<file path="config.mk">
export PLATFORM = sky130hd
export DESIGN_NAME = maskbit_test_unit
export DESIGN_NICKNAME = d
export VERILOG_FILES = /design/src/rtl/mbt_pkg.sv /design/src/rtl/mbt_decode.sv /design/src/rtl/mbt_fetch.sv /design/src/rtl/mbt_flagcalc.sv /design/src/rtl/maskbit_test_unit.sv
export SDC_FILE = /design/constraint.sdc
export NUM_CORES = 1
export LEC_CHECK = 0
export ABC_AREA = 1
export CAP_MARGIN = 15
export CORE_UTILIZATION = 45
export DETAILED_ROUTE_END_ITERATION = 8
export PLACE_DENSITY = 0.75
export SKIP_CTS_REPAIR_TIMING = 1
export SYNTH_ARGS = -nofsm -noshare
export SYNTH_HDL_FRONTEND = slang
export SYNTH_SLANG_ARGS = --single-unit
</file>
<file path="constraint.sdc">
create_clock -name clk -period 2.2 [get_ports clk]
set_input_delay 0.33 -clock clk [delete_from_list [all_inputs] [get_ports clk]]
set_output_delay 0.33 -clock clk [all_outputs]
set_load 0.02 [all_outputs]
</file>
<file path="src/rtl/mbt_pkg.sv">
package mbt_pkg;

  typedef enum logic [2:0] {
    MD_WW,      // packed working registers
    MD_WWI,     // packed, indirect source
    MD_FF,      // full addresses
    MD_FFI,     // full addresses, indirect source
    MD_FIM,     // full destination, immediate mask
    MD_BAD
  } mode_e;

  localparam logic [7:0] OPC_WW  = 8'h62;
  localparam logic [7:0] OPC_WWI = 8'h63;
  localparam logic [7:0] OPC_FF  = 8'h64;
  localparam logic [7:0] OPC_FFI = 8'h65;
  localparam logic [7:0] OPC_FIM = 8'h66;

  localparam int unsigned FLG_C = 7;
  localparam int unsigned FLG_Z = 6;
  localparam int unsigned FLG_S = 5;
  localparam int unsigned FLG_V = 4;

endpackage

</file>
<file path="src/rtl/mbt_decode.sv">
module mbt_decode
  import mbt_pkg::*;
#(
  parameter int unsigned DW = 8,
  parameter int unsigned AW = 8
) (
  input  logic [DW-1:0] opc,
  input  logic [DW-1:0] b1,
  input  logic [DW-1:0] b2,
  output logic          legal,
  output logic          indir,
  output logic          imm,
  output logic          long_form,
  output logic [AW-1:0] dst_addr,
  output logic [AW-1:0] src_addr
);

  localparam int unsigned NIB = DW / 2;

  mode_e mode;

  always_comb begin
    case (opc)
      OPC_WW:  mode = MD_WW;
      OPC_WWI: mode = MD_WWI;
      OPC_FF:  mode = MD_FF;
      OPC_FFI: mode = MD_FFI;
      OPC_FIM: mode = MD_FIM;
      default: mode = MD_BAD;
    endcase
  end

  always_comb begin
    legal     = (mode != MD_BAD);
    indir     = (mode == MD_WWI) || (mode == MD_FFI);
    imm       = (mode == MD_FIM);
    long_form = (mode != MD_WW);
    if ((mode == MD_WW) || (mode == MD_WWI)) begin
      dst_addr = AW'(b1[DW-1:NIB]);
      src_addr = AW'(b1[NIB-1:0]);
    end else begin
      dst_addr = AW'(b1);
      src_addr = AW'(b2);
    end
  end

endmodule

</file>
<file path="src/rtl/mbt_fetch.sv">
module mbt_fetch #(
  parameter int unsigned DW        = 8,
  parameter int unsigned AW        = 8,
  parameter int unsigned SHORT_CYC = 4,
  parameter int unsigned LONG_CYC  = 6
) (
  input  logic          clk,
  input  logic          rst_n,
  input  logic          go,
  input  logic [AW-1:0] dst_addr,
  input  logic [AW-1:0] src_addr,
  input  logic          indir,
  input  logic          imm,
  input  logic          long_form,
  input  logic [DW-1:0] imm_val,
  input  logic [DW-1:0] rf_rdata,
  output logic [AW-1:0] rf_raddr,
  output logic          busy,
  output logic          done,
  output logic [DW-1:0] dst_val,
  output logic [DW-1:0] mask_val
);

  localparam int unsigned CW = $clog2(LONG_CYC + 1);
  // fixed operand schedule (cycle numbers after start)
  localparam logic [CW-1:0] ST_DST_CAP = CW'(2);
  localparam logic [CW-1:0] ST_SRC_CAP = CW'(3);
  localparam logic [CW-1:0] ST_IND_ADR = CW'(4);
  localparam logic [CW-1:0] ST_IND_CAP = CW'(5);
  localparam logic [CW-1:0] LAST_S     = CW'(SHORT_CYC);
  localparam logic [CW-1:0] LAST_L     = CW'(LONG_CYC);

  logic          busy_q, busy_d;
  logic [CW-1:0] cnt_q, cnt_d;
  logic [AW-1:0] dadr_q, dadr_d, sadr_q, sadr_d;
  logic          indir_q, indir_d, imm_q, imm_d, long_q, long_d;
  logic [DW-1:0] dst_q, dst_d, src_q, src_d;
  logic          en;
  logic [CW-1:0] last;

  assign last = long_q ? LAST_L : LAST_S;
  assign en   = go | busy_q;

  always_comb begin
    busy_d  = busy_q;
    cnt_d   = cnt_q;
    dadr_d  = dadr_q;
    sadr_d  = sadr_q;
    indir_d = indir_q;
    imm_d   = imm_q;
    long_d  = long_q;
    dst_d   = dst_q;
    src_d   = src_q;
    if (!busy_q) begin
      if (go) begin
        busy_d  = 1'b1;
        cnt_d   = CW'(1);
        dadr_d  = dst_addr;
        sadr_d  = src_addr;
        indir_d = indir;
        imm_d   = imm;
        long_d  = long_form;
        src_d   = imm_val;
      end
    end else begin
      if (cnt_q == last) begin
        busy_d = 1'b0;
        cnt_d  = '0;
      end else begin
        cnt_d = cnt_q + CW'(1);
      end
      if (cnt_q == ST_DST_CAP) dst_d = rf_rdata;
      if ((cnt_q == ST_SRC_CAP) && !imm_q) src_d = rf_rdata;
      if ((cnt_q == ST_IND_CAP) && indir_q) src_d = rf_rdata;
    end
  end

  always_ff @(posedge clk or negedge rst_n) begin
    if (!rst_n) begin
      busy_q  <= 1'b0;
      cnt_q   <= '0;
      dadr_q  <= '0;
      sadr_q  <= '0;
      indir_q <= 1'b0;
      imm_q   <= 1'b0;
      long_q  <= 1'b0;
      dst_q   <= '0;
      src_q   <= '0;
    end else if (en) begin
      busy_q  <= busy_d;
      cnt_q   <= cnt_d;
      dadr_q  <= dadr_d;
      sadr_q  <= sadr_d;
      indir_q <= indir_d;
      imm_q   <= imm_d;
      long_q  <= long_d;
      dst_q   <= dst_d;
      src_q   <= src_d;
    end
  end

  always_comb begin
    case (cnt_q)
      ST_DST_CAP: rf_raddr = sadr_q;
      ST_IND_ADR: rf_raddr = AW'(src_q);
      default:    rf_raddr = dadr_q;
    endcase
  end

  assign busy     = busy_q;
  assign done     = busy_q && (cnt_q == last);
  assign dst_val  = dst_q;
  assign mask_val = src_q;

endmodule

</file>
<file path="src/rtl/mbt_flagcalc.sv">
module mbt_flagcalc
  import mbt_pkg::*;
#(
  parameter int unsigned DW = 8
) (
  input  logic [DW-1:0] dst_val,
  input  logic [DW-1:0] mask_val,
  input  logic [DW-1:0] stat_old,
  output logic [DW-1:0] stat_new
);

  logic [DW-1:0] probe;

  always_comb begin
    probe           = ~dst_val & mask_val;
    stat_new        = stat_old;
    stat_new[FLG_Z] = (probe == '0);
    stat_new[FLG_S] = probe[DW-1];
    stat_new[FLG_V] = 1'b0;
  end

endmodule

</file>
<file path="src/rtl/maskbit_test_unit.sv">
module maskbit_test_unit #(
  parameter int unsigned DW        = 8,
  parameter int unsigned AW        = 8,
  parameter int unsigned SHORT_CYC = 4,
  parameter int unsigned LONG_CYC  = 6
) (
  input  logic          clk,
  input  logic          rst_n,
  input  logic          start,
  input  logic [DW-1:0] instr_opc,
  input  logic [DW-1:0] instr_b1,
  input  logic [DW-1:0] instr_b2,
  output logic [AW-1:0] rf_raddr,
  input  logic [DW-1:0] rf_rdata,
  input  logic          stat_ld,
  input  logic [DW-1:0] stat_din,
  output logic [DW-1:0] stat_q,
  output logic          busy,
  output logic          done,
  output logic          illegal
);

  logic          rs_meta, rst_sync_n;
  logic          legal, indir, imm, long_form, go, bad;
  logic [AW-1:0] dst_addr, src_addr;
  logic [DW-1:0] dst_val, mask_val, stat_new, stat_d, stat_r;
  logic          stat_en, ill_q;

  // asynchronous assert, synchronous release
  always_ff @(posedge clk or negedge rst_n) begin
    if (!rst_n) begin
      rs_meta    <= 1'b0;
      rst_sync_n <= 1'b0;
    end else begin
      rs_meta    <= 1'b1;
      rst_sync_n <= rs_meta;
    end
  end

  mbt_decode #(.DW(DW), .AW(AW)) u_dec (
    .opc(instr_opc), .b1(instr_b1), .b2(instr_b2),
    .legal(legal), .indir(indir), .imm(imm), .long_form(long_form),
    .dst_addr(dst_addr), .src_addr(src_addr)
  );

  assign go  = start & ~busy & legal;
  assign bad = start & ~busy & ~legal;

  mbt_fetch #(.DW(DW), .AW(AW), .SHORT_CYC(SHORT_CYC), .LONG_CYC(LONG_CYC)) u_fetch (
    .clk(clk), .rst_n(rst_sync_n), .go(go),
    .dst_addr(dst_addr), .src_addr(src_addr), .indir(indir), .imm(imm),
    .long_form(long_form), .imm_val(instr_b2), .rf_rdata(rf_rdata),
    .rf_raddr(rf_raddr), .busy(busy), .done(done),
    .dst_val(dst_val), .mask_val(mask_val)
  );

  mbt_flagcalc #(.DW(DW)) u_flag (
    .dst_val(dst_val), .mask_val(mask_val), .stat_old(stat_r), .stat_new(stat_new)
  );

  always_comb begin
    stat_en = done | stat_ld;
    stat_d  = done ? stat_new : stat_din;
  end

  always_ff @(posedge clk or negedge rst_sync_n) begin
    if (!rst_sync_n) begin
      stat_r <= '0;
    end else if (stat_en) begin
      stat_r <= stat_d;
    end
  end

  always_ff @(posedge clk or negedge rst_sync_n) begin
    if (!rst_sync_n) begin
      ill_q <= 1'b0;
    end else begin
      ill_q <= bad;
    end
  end

  assign stat_q  = stat_r;
  assign illegal = ill_q;

endmodule

</file>
==> impl_metrics.csv, run 1 <==
group,metric,value,unit
outcome,run_status,"completed",
sta,final.setup.worst_slack,0.1317,ns
cells_and_area,number_of_antenna_diodes,0,
cells_and_area,fill_cells,491,
clock_tree,clockRootBuffer,"clkbuf_8",
synth,synth_top_cell_by_area,"dfrtp_1",
sta,period_minus_slack,2.068,ns
routing,drtIter0Drc,140,
worst_setup_path,required,1.87,ns
synth,synth.net_count,387,
synth,syn_inst,338,
sta,hold_viol,0,
synth,synth-async-reset-ratio,100.0,%
sta,maxClockFrequency,0.4835,GHz
synth,synth.ff_latch_count,50,
worst_setup_path,cp_cell_sequence,"inv_1 -> ha_1 -> nand2_1 -> inv_2 -> a21oi_2 -> buf_4 -> nand2_1 -> o211ai_1 -> dlymetal6s2s_1",
die,initial_utilization,47.34,%
routing,wire_length_per_cell_after_detailed_routing,12.84,um
die,die_h,78.58,um
global_routing,grt_start_max_net_pins,22,
power_and_ir_drop,worst_ir_drop_vdd,0.0003866,V
clock_tree,tritoncts_clock_tree,"built",
global_routing,global_route_wire_length_before_repair,10340,um
worst_setup_path,crit_path_max_fanout,6,
synth,synth.yosys.seq_area_share,47.42,%
placed_design,globalplace.congestion,0.9014,
clock_tree,clock-sinks,50,
placed_design,dp_slack,0.03230,ns
synth,ys_dominant_reg_cell,"dfrtp_1",
synth,mappedNetlistArea,0.002639,mm2
sta,final_sum_of_negative_setup_slack,0,ns
synth,synthesis.yosys.warnings,0,
die,pin_count,63,
global_routing,grt_util_overall,21.46,%
clock_tree,htreeDepth,2,
routing,vias_per_cell,5.016,
global_routing,grt_overflow,0,
worst_setup_path,timing.critical_path.slowest_cell_delay,0.36,ns
power_and_ir_drop,total_power,0.003379,W
global_routing,number_of_antenna_violations_at_the_first_check_in_global_routing,0,
routing,drtAntennaViolNets,0,
routing,detail_route.wirelength,6241,um
sta,final_max_slew_viol_count,0,
sta,min_period_over_period,94.01,%
routing,vias,2438,
cells_and_area,post-route-cell-area,0.003513,mm2
placed_design,dp_hpwl,4773,um
worst_setup_path,cp_common_cell,"nand2_1",
synth,synth_cell_type_count,28,
routing,drt_pass1_iterations,4,
routing,remaining_drc_errors,0,
die,floorplan.core_area,0.005574,mm2
power_and_ir_drop,p_leak,1.911,nW
synth,synth_commonest_cells,"151 x nand2_1, 50 x dfrtp_1, 28 x inv_1",
cells_and_area,area_growth_syn_to_layout,33.14,%
cells_and_area,final_layout_size_suffix_gt1_share,12.80,%
power_and_ir_drop,power_density,961.9,mW/mm2
clock_tree,cts-buffers-inserted,5,
die,die_w,78.58,um
synth,synth_top_cell_area_share,47.42,%
global_routing,via_count_of_the_first_global_routing_pass,2297,
worst_setup_path,cp-start-kind,"register",
synth,synth_most_common_cell,"nand2_1",
worst_hold_path,timing.hold.worst.class,"input pin to async pin",
die,core.rowCount,27,
placed_design,port_buffers,62,
placed_design,placement.cell_area,0.003393,mm2
worst_setup_path,timing.critical_path.to_type,"output port",
cells_and_area,design.final.nets,462,
worst_setup_path,arrival,1.74,ns
sta,finClkSkew,0.005232,ns
synth,post_synthesis_mean_instance_area,7.807,um2
clock_tree,cts.clk_slew.worst_paths,0.09,ns
synth,synth.top_cells.by_area,"dfrtp_1 47%, nand2_1 21%, nand3_1 4.7%",
cells_and_area,final_core_util,63.03,%
flow_run,drv.max_cap_violation_count,0,
clock_tree,clk_path_buf_depth,2,
worst_setup_path,cell_type_of_the_slowest_stage_on_the_worst_timing_path,"dfrtp_1",
worst_setup_path,critical_path_class,"register to output port",
die,die_area,0.006174,mm2
synth,synth_edf_count,0,
clock_tree,clock_latency,0.30,ns
sta,finalSetupViolations,0,
[cells by family after synthesis]
family	count (synthesis)	share of synthesized area, %
adder cells (fa/ha/maj)	5	2.371
AO/OA/AOI/OAI	40	9.815
buffers and inverters	43	7.633
AND/OR/NAND/NOR	198	32.20
flip-flops	50	47.42
other	1	0.1421
multiplexers	1	0.4267
[metrics by stage]
step	hold slack (ns)	instances
after global placement	0.2292	478
final	0.1838	486
after CTS	0.1852	486
after global routing	0.1888	486
after floorplan	0.03441	338
after detailed placement	0.2290	478
[area by class of cell]
class | count | area [um2] | share of cell area (%)
Tap cell | 72 | 90.09 | 2.564
Timing Repair Buffer | 78 | 750.7 | 21.37
Inverter | 33 | 123.9 | 3.526
Multi-Input combinational cell | 245 | 1190 | 33.87
Clock buffer | 7 | 76.32 | 2.172
Clock inverter | 1 | 30.03 | 0.8547
Sequential cell | 50 | 1252 | 35.65
[cell usage in the layout (no fill, tap or decap), types with 2 or more instances in the layout]
master | Yosys | routed
buf_4 | 1 | 17
clkbuf_1 | 0 | 2
clkbuf_8 | 0 | 5
clkdlybuf4s50_1 | 0 | 53
dfrtp_1 | 50 | 49
dlymetal6s2s_1 | 0 | 7
ha_1 | 5 | 5
inv_1 | 28 | 28
inv_2 | 4 | 4
nand2_1 | 151 | 151
nand2_2 | 5 | 5
nand2_4 | 2 | 2
nand3_1 | 25 | 25
nor2_1 | 7 | 7
nor2_4 | 2 | 2
o211ai_1 | 9 | 9
o21ai_0 | 16 | 16
o21ai_1 | 2 | 2
o21ai_2 | 8 | 8
o22ai_1 | 3 | 3
or2_2 | 2 | 2
[layer usage]
metal	vias to the layer above	global-route usage [%]	routed length [um]	part of all wire, %
met5	-	0	0	0
met4	0	6.481	95	1.5
met3	8	3.721	285	4.6
met2	78	35.91	3008	48
met1	1133	28.25	2852	46
li1	1219	-	-	-
[path summary, 6_finish.rpt]
kind	start	end	slack, ns	cells past startpoint
setup reg to reg	u_fetch.cnt_q[0]$_DFFE_PN0P_	u_fetch.mask_val[1]$_DFFE_PN0P_	0.65	9
max in group asynchronous	rst_sync_n$_DFF_PN0_	u_fetch.dst_val[7]$_DFFE_PN0P_	1.39	1
hold reg to reg	rst_sync_n$_DFF_PN0_	u_fetch.dst_val[0]$_DFFE_PN0P_	0.23	0
setup / recovery	u_fetch.cnt_q[0]$_DFFE_PN0P_	rf_raddr[1]	0.13	9
min in group clk	rs_meta$_DFF_PN0_	rst_sync_n$_DFF_PN0_	0.37	0
hold / removal	rst_n	rs_meta$_DFF_PN0_	0.18	1
[sequential cells by signal, indices dropped and copies added, names as in the netlist, 3 cells and up]
register	flops
u_fetch.dst_val	8
u_fetch.cnt_q	3
stat_q	8
u_fetch.mask_val	8
u_fetch.dadr_q	8
u_fetch.sadr_q	8
[critical path: cells and delay by family, from the launching register on]
kind,cells,cell delay (ns)
flip-flops,1,0.36
AND/OR/NAND/NOR,2,0.15
buffers and inverters,4,0.54
adder cells (fa/ha/maj),1,0.21
AO/OA/AOI/OAI,2,0.20
[power breakdown]
| part | total (W) | switching [W] | internal (W) |
|---|---|---|---|
| combinational | 0.00139 | 0.000784 | 0.000608 |
| sequential | 0.00135 | 0.000162 | 0.00119 |
| clock | 0.000634 | 0.000294 | 0.000341 |
| total | 0.00338 | 0.00124 | 0.00214 |
No activity file was read; power rests on OpenSTA's default activity.
==> run 2: changes to the inputs <==
Settings changed: CORE_MARGIN set to 5, SKIP_LAST_GASP set to 1.
==> run 2 against run 1 <==
- first-iteration DRC count down 7.9%
- worst setup slack worse by 0.054 ns
- highest routed layer unchanged
- critical endpoint is now rf_raddr[5]
- critical path depth down 2
- core utilization down 1.3 points
- global-route usage down 3.2 points
- combinational power down 6%
==> impl_metrics.csv, run 2 (same netlist as run 1, synthesis figures left out) <==
group,metric,value,unit
outcome,run_status,"completed",
routing,vias,2344,
flow_run,drv.max_cap_violation_count,0,
die,floorplan.core_area,0.005608,mm2
sta,finalSetupViolations,0,
cells_and_area,final_core_util,61.74,%
die,die_h,86.58,um
routing,remaining_drc_errors,0,
power_and_ir_drop,power.share.sequential,41.0,%
power_and_ir_drop,p_switching,0.001253,W
global_routing,grt_overflow,0,
routing,drtAntennaViolNets,0,
global_routing,grt_util_overall,18.30,%
routing,vias_per_cell,4.883,
worst_setup_path,timing.critical_path.to_type,"output port",
worst_setup_path,regToRegSetupSlack,0.45,ns
sta,final_max_slew_viol_count,0,
die,initial_utilization,47.05,%
clock_tree,tritoncts_clock_tree,"built",
worst_setup_path,cp_cell_sequence,"inv_1 -> ha_1 -> a21oi_1 -> buf_4 -> nand2_1 -> o211ai_1 -> dlymetal6s2s_1",
power_and_ir_drop,p_leak,1.859,nW
routing,drt_pass1_iterations,4,
sta,hold_viol,0,
worst_hold_path,timing.hold.worst.class,"input pin to async pin",
worst_setup_path,worstPathBufferInverterCount,3,
global_routing,grt_start_max_net_pins,49,
global_routing,via_count_of_the_first_global_routing_pass,2368,
cells_and_area,layout_commonest_cell,"nand2_1",
clock_tree,htreeDepth,2,
die,pin_count,63,
power_and_ir_drop,p_int,0.002087,W
worst_setup_path,cell_type_of_the_slowest_stage_on_the_worst_timing_path,"dfrtp_1",
power_and_ir_drop,worst_ir_drop_vdd,0.0003603,V
worst_setup_path,r2r_end,"u_fetch.dadr_q[2]$_DFFE_PN0P_",
sta,min_period_over_period,96.45,%
placed_design,port_buffers,62,
cells_and_area,number_of_antenna_diodes,0,
routing,detail_route.wirelength,6283,um
power_and_ir_drop,share_clk_of_total_power,20.0,%
routing,drtIter0Drc,129,
sta,finClkSkew,0.006729,ns
placed_design,dp_hpwl,4817,um
die,die_w,86.58,um
power_and_ir_drop,power_switching_share,37.51,%
cells_and_area,design.final.nets,456,
worst_setup_path,arrival,1.79,ns
clock_tree,cts.clk_slew.worst_paths,0.09,ns
die,core.rowCount,27,
worst_setup_path,cp-start-kind,"register",
cells_and_area,most-common-layout-cells,"151 x nand2_1, 53 x clkdlybuf4s50_1, 49 x dfrtp_1, 28 x inv_1, 24 x nand3_1",
worst_setup_path,required,1.87,ns
worst_setup_path,critPathTopFamily,"buffers and inverters",
cells_and_area,area_growth_syn_to_layout,31.20,%
routing,wire_length_per_cell_after_detailed_routing,13.09,um
clock_tree,clockRootBuffer,"clkbuf_8",
clock_tree,clk_path_buf_depth,2,
sta,worst_slew_pin_slew,0.5839,ns
worst_setup_path,ff2ff_path_depth,8,
sta,final_sum_of_negative_setup_slack,0,ns
sta,maxClockFrequency,0.4713,GHz
global_routing,number_of_antenna_violations_at_the_first_check_in_global_routing,0,
sta,period_minus_slack,2.122,ns
sta,rsz0062_at_grt,"true",
power_and_ir_drop,power_frac_comb,39.0,%
cells_and_area,final_layout_size_suffix_gt1_share,12.50,%
die,die_area,0.007495,mm2
global_routing,global_route_wire_length_before_repair,10860,um
clock_tree,clock_latency,0.32,ns
worst_setup_path,critical_path_class,"register to output port",
clock_tree,clock-sinks,50,
worst_setup_path,crit_path_max_fanout,8,
placed_design,globalplace.congestion,0.8425,
sta,relSlewSlack,61.07,%
worst_setup_path,r2r-start,"u_fetch.busy$_DFFE_PN0P_",
clock_tree,cts-buffers-inserted,5,
worst_setup_path,timing.critical_path.slowest_cell_delay,0.42,ns
power_and_ir_drop,power_density,964.7,mW/mm2
==> run 2: cell count changes in the layout (fill, tap and decap cells not counted), moves of 2 or more <==
cell            change
buf_4               -7
clkbuf_2            +3
clkbuf_1            -2
dlymetal6s2s_1      -2
==> run 2: worst max-delay path by stage <==
| stage | from | to | slack (ns) | depth (start not counted) |
|---|---|---|---|---|
| after floorplan | u_fetch.cnt_q[0]$_DFFE_PN0P_ | rf_raddr[0] | 0.44 | 7 |
| after global placement | u_fetch.cnt_q[1]$_DFFE_PN0P_ | rf_raddr[5] | 0.10 | 8 |
| after detailed placement | u_fetch.cnt_q[1]$_DFFE_PN0P_ | rf_raddr[5] | 0.05 | 7 |
| after CTS | u_fetch.cnt_q[1]$_DFFE_PN0P_ | rf_raddr[5] | -0.31 | 7 |
| after global routing | u_fetch.cnt_q[0]$_DFFE_PN0P_ | rf_raddr[5] | -0.08 | 9 |
| final | u_fetch.cnt_q[1]$_DFFE_PN0P_ | rf_raddr[5] | 0.08 | 7 |
==> run 2: routing by layer <==
layer | track usage, % | up-vias | wire, um | share of wire [%]
li1 | - | 1202 | - | -
met1 | 22.29 | 1063 | 2702 | 43
met2 | 31.92 | 72 | 3049 | 49
met3 | 3.802 | 7 | 435 | 6.9
met4 | 6.516 | 0 | 96 | 1.5
met5 | 0 | - | 0 | 0
==> run 2: cell type report <==
class | instances | area, um2
flip-flops and latches | 50 | 1252
clock buffers | 5 | 68.82
inverters | 33 | 123.9
well taps | 72 | 90.09
fillers | 501 | 2146
clock inverters | 3 | 47.55
multi-input cells | 245 | 1191
repair buffers | 72 | 688.2
==> run 2: power groups by stage <==
stage          registers (W)  clock network, W  logic (W)
6_report             0.00137          0.000667    0.00130
3_5_place_dp         0.00138                 0    0.00134
2_1_floorplan        0.00138                 0   0.000801
3_3_place_gp         0.00138                 0    0.00130
5_1_grt              0.00140          0.000724    0.00147
4_1_cts              0.00137          0.000683    0.00135
==> run 2: per-stage QoR <==
step / power [W] / hold WS (ns) / worst slack (ns) / cell area [um2] / std cells
finish: 0.003340 / 0.1605 / 0.07818 / 3462 / 480
global placement: 0.002677 / 0.3359 / 0.1014 / 3348 / 472
floorplan: 0.002185 / 0.03441 / 0.4364 / 2639 / 338
detailed placement: 0.002722 / 0.3435 / 0.05161 / 3348 / 472
global route: 0.003596 / 0.1500 / -0.07559 / 3462 / 480
CTS: 0.003399 / 0.1585 / -0.3117 / 3465 / 480
